--- src/rtl/usb_irq_wrap.sv ---
module usb_irq_wrap #(
  parameter int ADDR_W   = 8,
  parameter int TX_N     = 5,
  parameter int RX_N     = 4,
  parameter int RX_LSB   = 9,
  parameter int CORE_N   = 9,
  parameter int CORE_LSB = 16
) (
  input  logic              clk,
  input  logic              rst_n,
  input  logic [TX_N-1:0]   tx_evt,
  input  logic [RX_N-1:0]   rx_evt,
  input  logic [CORE_N-1:0] core_evt,
  input  logic              wr_en,
  input  logic [ADDR_W-1:0] addr,
  input  logic [31:0]       wdata,
  output logic [31:0]       rdata,
  output logic              irq
);
  localparam logic [31:0] VALID = ((32'd1 << TX_N) - 32'd1)
                                | (((32'd1 << RX_N) - 32'd1) << RX_LSB)
                                | (((32'd1 << CORE_N) - 32'd1) << CORE_LSB);
  localparam logic [ADDR_W-1:0] A_SRC  = ADDR_W'(8'h20);
  localparam logic [ADDR_W-1:0] A_SSET = ADDR_W'(8'h24);
  localparam logic [ADDR_W-1:0] A_SCLR = ADDR_W'(8'h28);
  localparam logic [ADDR_W-1:0] A_MSK  = ADDR_W'(8'h2C);
  localparam logic [ADDR_W-1:0] A_MSET = ADDR_W'(8'h30);
  localparam logic [ADDR_W-1:0] A_MCLR = ADDR_W'(8'h34);
  localparam logic [ADDR_W-1:0] A_PEND = ADDR_W'(8'h38);
  localparam logic [ADDR_W-1:0] A_EOI  = ADDR_W'(8'h3C);

  logic [31:0] src_q, src_d, mask_q, mask_d, hw_evt, pend;
  logic        armed_q, eoi_wr;

  assign hw_evt = 32'(tx_evt) | (32'(rx_evt) << RX_LSB) | (32'(core_evt) << CORE_LSB);
  assign pend   = src_q & mask_q;
  assign eoi_wr = wr_en && (addr == A_EOI);
  assign irq    = armed_q && (pend != 32'd0);

  always_comb begin
    src_d = src_q;
    if (wr_en) begin
      case (addr)
        A_SRC:   src_d = wdata;
        A_SSET:  src_d = src_q | wdata;
        A_SCLR:  src_d = src_q & ~wdata;
        default: src_d = src_q;
      endcase
    end
    src_d = (src_d | hw_evt) & VALID;
  end

  always_comb begin
    mask_d = mask_q;
    if (wr_en) begin
      case (addr)
        A_MSK:   mask_d = wdata;
        A_MSET:  mask_d = mask_q | wdata;
        A_MCLR:  mask_d = mask_q & ~wdata;
        default: mask_d = mask_q;
      endcase
    end
    mask_d = mask_d & VALID;
  end

  always_ff @(posedge clk) begin
    if (!rst_n) begin
      src_q   <= '0;
      mask_q  <= '0;
      armed_q <= 1'b1;
    end else begin
      src_q  <= src_d;
      mask_q <= mask_d;
      if (eoi_wr)   armed_q <= 1'b1;
      else if (irq) armed_q <= 1'b0;
    end
  end

  always_comb begin
    case (addr)
      A_SRC:   rdata = src_q;
      A_MSK:   rdata = mask_q;
      A_PEND:  rdata = pend;
      default: rdata = 32'd0;
    endcase
  end
endmodule


--- config.mk ---
export PLATFORM = sky130hd
export DESIGN_NAME = usb_irq_wrap
export DESIGN_NICKNAME = d
export VERILOG_FILES = /design/src/rtl/usb_irq_wrap.sv
export SDC_FILE = /design/constraint.sdc
export NUM_CORES = 1
export LEC_CHECK = 0
export BUFFER_PORTS_ARGS = -buffer_cell sky130_fd_sc_hd__buf_2
export CAP_MARGIN = 20
export CORE_MARGIN = 2
export CORE_UTILIZATION = 53
export DETAILED_ROUTE_END_ITERATION = 7
export PLACE_DENSITY = 0.82
export SLEW_MARGIN = 40
export SYNTH_ARGS = -nofsm -noshare
export SYNTH_HDL_FRONTEND = slang
export SYNTH_SLANG_ARGS = --single-unit
export TNS_END_PERCENT = 10
--- constraint.sdc ---
create_clock -name clk -period 4.7 [get_ports clk]
set_input_delay 0.47 -clock clk [delete_from_list [all_inputs] [get_ports clk]]
set_output_delay 0.47 -clock clk [all_outputs]
set_load 0.01 [all_outputs]
# Yosys cells after proc, flatten, opt, wreduce, memory -nomap -nowiden
# Index checks and enable logic that the tools add are counted.
[totals]
register_bits = 37
input_bits = 61
output_inout_bits = 33
word_cells = 31
[classes]
eq_ne = 8
muxes = 4
bitwise_logic = 10
reduce_logical = 6
[ops]
columns = ["operator", "count"]
rows = [
  ["$pmux W25 S3", 3],
  ["$and A25 B25 Y25", 3],
  ["$or A25 B25 Y25", 3],
  ["$eq A8 B6 Y1 const B", 8],
  ["$reduce_bool A32 Y1", 1],
  ["$mux W25", 1],
  ["$not A25 Y25", 1],
  ["$or A13 B25 Y25", 1],
  ["$or A5 B13 Y13", 1],
  ["$reduce_bool A3 Y1", 1],
  ["$logic_and A1 B1 Y1", 2],
  ["$reduce_and A2 Y1", 1],
  ["$reduce_or A2 Y1", 1],
  ["$not A1 Y1", 1],
]

# Logic depth before layout (Yosys ltp)
# Gate-level depths: netlist of the first run.
[logic_depth]
depth_word = 5
depth_mapped = 6
mapped_depth_nobuf = 4

# Least setup slack after synthesis of the first run
# No wires, ideal clock.
[synth_timing]
path_kind = "input -> output"
from = "in addr[4]"
to = "out rdata[0]"
arrival_time_ns = 1.946
required_time_ns = 4.230
slack_ns = 2.284
stages = 6
n_path_buf = 2
path_cell_list = "or4b_1 buf_4 nor3_2 buf_4 a21o_1 a22o_1"
[synth_between]
elab_chain_len = 2
elab_cells_between_ends = 4
cone_classes = "eq/ne: 3; mux: 1"
[synth_lines]
columns = ["element", "line_no", "text"]
rows = [
  ["from (decl)", "15", "input logic [ADDR_W-1:0] addr,"],
  ["$eq A8 B6 Y1", "80", "case (addr)"],
  ["$pmux W25 S3 *", "80", ""],
  ["to (decl)", "17", "output logic [31:0] rdata,"],
]
# Every way passes the cells marked *; elsewhere a longest branch is shown, timed or not.

# Worst setup path after layout of the first run
[layout_timing]
from = "in addr[4]"
to = "out rdata[4]"
# The elaborated chain is that of the path after synthesis.

==> results.md, run 1 <==
* WP data required at 4.23 ns
* Vias per std cell at 6.41
* Origin of the worst min-delay path: wdata[23]
* Worst VDD drop at 0.000134 V
* Starting Density at 0.561
* Antenna violations before repair at 0
* P&R area growth vs syn at 15.4%
* DIE HEIGHT at 72.6 µm
* CTS Root Cell: clkbuf_8
* Slowest stage delay, CP at 0.71 ns
* Final setup violation count at 0
* Initial drt markers at 234
* Final nets at 407
* Cell count after synthesis at 290
* Die Width at 72.6 µm
* RSZ-0062 raised after global routing: no
* Post-Synthesis Cell Area at 2490 µm²
* Final antenna diode count at 0
* CTS HTree Levels at 2
* Timing-limited maximum frequency at 0.362 GHz
* CP Class: in -> out
* CTS sink count at 37
* RePlAce Congestion at 0.832
* Worst hold stages at 2
* CTS tree: built
* CTS resizes at 0
* Arr. time, crit path at 2.29 ns
* Dpl hpwl at 4.62 mm
* Routed WL at 7.02 mm
* Worst path most repeated cell: buf_2
* Clock latency on the worst-skew pair at 0.30 ns
* Pwr dens at 238 nW/µm²
* Via count at 2,558
* DRC at 0
* Vias in the first global route at 2,274
* FF-to-FF path depth at 4
* Run status: completed
* GRT Residual Overflow at 0
* Worst Skew at 0.0101 ns
* Fin. Hold Viols at 0
* Slowest CP cell: or4b_1
* Post-CTS setup buffer count at 0
* Setup TNS at 0 ns
* Crit-path cells: buf_2 -> or4b_1 -> nor4_4 -> buf_4 -> a22o_1 -> buf_2
* Die area at 5270 µm²
* Slew HR at 0.452
* Cts bufs inserted at 5
* Period utilisation layout at 0.587
* Leakage at 1.36 nW
* Synth cell types at 43
* Most common cell after layout, fill and taps aside: buf_2
* All-Layer GR Usage at 0.272
* Largest net degree at the start of global routing at 27
* Worst-Margin Slew at 0.821 ns
* Yosys reg bits at 37
* CTS Hold Bufs at 0
* Total power at 0.683 mW
* Hold Crit Class: in -> reg
* Hold Path End: mask_q[23]
* I/O pin cnt at 94
* Worst hold margin at 0.414 ns
* Layout cells sized above 1 at 0.285
* Max-slew violation count at 0
* Crit Path Max Fanout at 7
* Core area at 4440 µm²
* Fin crit period at 2.76 ns
* Max-cap violation count at 0
* Setup crit end kind: output pin
* Most frequent cells in the layout: buf_2, dfxtp_1, a21o_1
* Final ANT Viol Nets at 0
* Synth warnings at 0
* Clock slew at reported path FFs at 0.08 ns
* Global-route wire length before repair at 11.1 mm
* Crit start category: primary input
* Wire per inst at 17.6 µm
* Sequential share of the synthesized area at 0.297
* Syn avg cell area at 8.59 µm²
* I/O Buffers at 65
* Worst reg2reg endpoint: armed_q
* Clock buffer depth at 2
* Internal reg-to-reg setup slack at 3.31 ns
* Row cnt at 24
* R2r startpoint: src_q[3]
* DRT Pass-1 Iters at 5
critical path, delay by kind of cell:
kind	cells	cell delay (ns)
and+or+nand+nor	2	1.15
buffers and inverters	3	0.48
AOI/OAI and AO/OA	1	0.18
kinds of logic after synthesis:
kind of cell    synth area share
compound gates             0.458
simple gates               0.146
buf+inv                   0.0929
flops                      0.297
fa+ha+maj                0.00402
other cells              0.00150
synthesized netlist by cell type (all sizes together):
cell	count	area share
dfxtp	37	0.30
a21o	34	0.10
o21ai	32	0.079
buf	28	0.076
a22oi	25	0.075
nand2	23	0.035
a21oi	20	0.042
a22o	18	0.063
a32o	18	0.072
nand2b	17	0.043
clkbuf	7	0.011
inv	4	0.0060
nor2	3	0.0055
nor3	2	0.011
nor3b	2	0.011
nor4	2	0.011
a211o	1	0.0035
a221o	1	0.0040
a2bb2oi	1	0.0035
a31oi	1	0.0025
and4bb	1	0.0050
conb	1	0.0015
maj3	1	0.0040
nand3	1	0.0020
nor2b	1	0.0025
nor4b	1	0.0060
o311a	1	0.0040
o31ai	1	0.0030
o41ai	1	0.0035
or2	1	0.0025
or3	1	0.0025
or3b	1	0.0035
or4	1	0.0030
or4b	1	0.0040
area by class of cell:
class                      instances  area [µm²]
inverter                           4        15.0
timing repair buffer              71         370
sequential                        37         741
tap                               52        65.1
multi-input combinational        227        1590
clock buffer                       6        82.6
clock inverter                     2        13.8
fill                             391        1570
sequential cells by signal, indices dropped and copies added, names as in the netlist:
name	cells
src_q	18
mask_q	18
armed_q	1
layer usage:
metal	part of all wire	vias up	global-route usage
met2	0.46	155	0.420
met5	0	-	0
met1	0.43	1186	0.386
met3	0.098	14	0.0428
li1	-	1203	-
met4	0.015	0	0.0905
worst max-delay path by stage:
stage	slack, ns	end	startpoint	cells past startpoint
floorplan	2.28	rdata[0]	addr[4]	6
global placement	1.70	rdata[4]	addr[4]	5
detailed placement	1.98	rdata[4]	addr[4]	6
CTS	1.99	rdata[4]	addr[4]	6
global route	1.85	rdata[4]	addr[4]	6
finish	1.94	rdata[4]	addr[4]	6
power breakdown:
part	internal (mW)	switching (mW)	total [mW]
registers	0.325	0.0153	0.340
clock network	0.119	0.124	0.243
logic	0.0411	0.0586	0.0997
metrics by stage:
step	setup WS, ns	area [µm²]	std cells	utilization
after CTS	1.99	2870	399	0.646
after global placement	1.70	2750	389	0.619
after global routing	1.85	2880	399	0.647
after detailed placement	1.98	2770	391	0.624
final	1.94	2880	399	0.647
after floorplan	2.28	2540	303	-
No activity file was read; power rests on OpenSTA's default activity.
==> run 2, diff against run 1 <==
Settings changed: CORE_UTILIZATION 53 to 45, PLACE_DENSITY 0.82 to 0.74.
Clock period 4.7 ns to 2.4 ns, I/O delays scaled along.
==> run 2 against run 1 <==
  * Sequential power increased by 96%
  * Sequential share of layout area decreased by 0.69 points
  * Worst hold slack got worse by 0.21 ns
  * Critical path depth is 1 higher
  * Global-route usage is 1.8 points lower
  * Via count rose by 0.12%
  * Cell area grew 2.7%
  * Final cell count is 6.5% higher
  * Total power increased by 91%
  * Largest power group unchanged
==> results.md, run 2 (synthesis gave the netlist of run 1 again) <==
* Run status: completed (unchanged)
* Regs by FF count: mask_q (18), src_q (18), armed_q (1) (unchanged)
* Setup crit end kind: output pin (unchanged)
* Die Width at 78.4 µm (was 72.6 µm)
* Via count at 2,561 (was 2,558)
* Initial drt markers at 213 (was 234)
* Final setup violation count at 0 (unchanged)
* Slowest CP cell: or4b_1 (unchanged)
* Setup TNS at 0 ns (unchanged)
* Fin. Hold Viols at 0 (unchanged)
* WP data required at 2.16 ns (was 4.23 ns)
* Routed WL at 7.34 mm (was 7.02 mm)
* Fin cells at 425 (was 399)
* Arr. time, crit path at 1.82 ns (was 2.29 ns)
* CTS tree: built (unchanged)
* FF-to-FF path depth at 4 (unchanged)
* Clock slew at reported path FFs at 0.07 ns (was 0.08 ns)
* CP Class: in -> out (unchanged)
* CTS Hold Bufs at 0 (unchanged)
* Clock buffer depth at 2 (unchanged)
* Fin util at 0.543 (was 0.647)
* R2r startpoint: src_q[12] (was src_q[3])
* Slew HR at 0.582 (was 0.452)
* Starting Density at 0.458 (was 0.561)
* CTS Root Cell: clkbuf_8 (unchanged)
* Dpl hpwl at 4.91 mm (was 4.62 mm)
* Most common cell after layout, fill and taps aside: buf_2 (unchanged)
* Antenna violations before repair at 0 (unchanged)
* GRT Residual Overflow at 0 (unchanged)
* Crit Path Max Fanout at 9 (was 7)
* Global-route wire length before repair at 12.2 mm (was 11.1 mm)
* Crit-path cells: buf_2 -> or4b_1 -> nor3_2 -> buf_4 -> a21o_1 -> a22o_1 -> buf_2 (was buf_2 -> or4b_1 -> nor4_4 -> buf_4 -> a22o_1 -> buf_2)
* Core area at 5440 µm² (was 4440 µm²)
* Final Cell Area at 2950 µm² (was 2880 µm²)
* Die area at 6150 µm² (was 5270 µm²)
* Fillcell total at 547 (was 391)
* Crit start category: primary input (unchanged)
* Worst VDD drop at 0.000363 V (was 0.000134 V)
* Hold Path End: mask_q[16] (was mask_q[23])
* Register area at 741 µm² (unchanged)
* RePlAce Congestion at 0.805 (was 0.832)
* Final antenna diode count at 0 (unchanged)
* Critical Path Start: addr[4] (unchanged)
* Most frequent cells in the layout: buf_2, dfxtp_1, a21o_1 (unchanged)
* Final nets at 414 (was 407)
* Origin of the worst min-delay path: wdata[16] (was wdata[23])
* Fin crit period at 2.06 ns
* Max-slew violation count at 0 (unchanged)
* Slowest stage delay, CP at 0.70 ns (was 0.71 ns)
* Placement Setup Slack at 0.343 ns (was 1.98 ns)
* Row cnt at 27 (was 24)
* I/O pin cnt at 94 (unchanged)
* Worst reg2reg endpoint: armed_q (unchanged)
* Worst hold stages at 2 (unchanged)
* Multi-input logic area at 1570 µm² (was 1590 µm²)
* Hold Crit Class: in -> reg (unchanged)
* CTS HTree Levels at 2 (unchanged)
* Timing-limited maximum frequency at 0.486 GHz
* Post-CTS setup buffer count at 0 (unchanged)
* DIE HEIGHT at 78.4 µm (was 72.6 µm)
* Internal reg-to-reg setup slack at 0.97 ns (was 3.31 ns)
* CTS sink count at 37 (unchanged)
* Largest net degree at the start of global routing at 26 (was 27)
* All-Layer GR Usage at 0.254 (was 0.272)
* DRT Pass-1 Iters at 4 (was 5)
* Final Worst Setup Slack at 0.340 ns (was 1.94 ns)
* Period utilisation layout at 0.858
* Worst-Margin Slew at 0.627 ns (was 0.821 ns)
* P&R area growth vs syn at 18.5% (was 15.4%)
* Final ANT Viol Nets at 0 (unchanged)
* Placed instance count at 418 (was 391)
* RSZ-0062 raised after global routing: no (unchanged)
* Pwr dens at 442 nW/µm² (was 238 nW/µm²)
* Leakage at 1.39 nW (was 1.36 nW)
* Vias per std cell at 6.03 (was 6.41)
* Vias in the first global route at 2,423 (was 2,274)
* I/O Buffers at 65 (unchanged)
* DP Area at 2870 µm² (was 2770 µm²)
* Max-cap violation count at 0 (unchanged)
* Clock latency on the worst-skew pair at 0.29 ns (was 0.30 ns)
* Cts bufs inserted at 5 (unchanged)
* Layout cells sized above 1 at 0.292 (was 0.285)
* CTS resizes at 0 (unchanged)
* Worst path most repeated cell: buf_2 (unchanged)
* Wire per inst at 17.3 µm (was 17.6 µm)
* DRC at 0 (unchanged)
* Worst Skew at 0.00385 ns (was 0.0101 ns)
## run 2: cell count changes in the layout (fill, tap and decap cells not counted), sizes merged
cell,before,now
buf,71,78
clkbuf,6,7
clkinv,2,0
## run 2: power by group
part	switching (mW)	internal [mW]	total [mW]	leakage [nW]
clock	0.214	0.228	0.442	0.0443
combinational	0.115	0.0837	0.199	1.05
sequential	0.0284	0.637	0.665	0.304
total	0.357	0.949	1.31	1.39
## run 2: area by class of cell
type / instances / area share
clock buffer: 7 / 0.0292
multi-input combinational: 227 / 0.533
tap: 72 / 0.0305
timing repair buffer: 78 / 0.152
sequential: 37 / 0.251
inverter: 4 / 0.00508
## run 2: critical path: cells and delay by family
kind,cells,cell delay (ns)
and+or+nand+nor,2,0.90
AOI/OAI and AO/OA,2,0.25
buffers and inverters,3,0.43
## run 2: layer usage
metal / routed length, µm / vias up / GRT usage
li1: - / 1220 / -
met1: 3350 / 1219 / 0.340
met2: 3360 / 112 / 0.409
met3: 542 / 10 / 0.0586
met4: 85 / 0 / 0.0719
met5: 0 / - / 0
## run 2: how the worst max path moves through the flow
| stage | to | slack, ns | depth (start not counted) |
|---|---|---|---|
| 2_1_floorplan | rdata[0] | 0.44 | 6 |
| 3_3_place_gp | rdata[4] | 0.35 | 7 |
| 3_5_place_dp | rdata[11] | 0.34 | 7 |
| 4_1_cts | rdata[11] | 0.34 | 7 |
| 5_1_grt | rdata[11] | 0.24 | 7 |
| 6_report | rdata[11] | 0.34 | 7 |
## run 2: per-stage QoR
step	power, mW	hold WS, ns
after floorplan	0.805	0.366
after global placement	0.869	0.465
after detailed placement	0.875	0.483
after CTS	1.31	0.195
after global routing	1.37	0.203
final	1.31	0.203
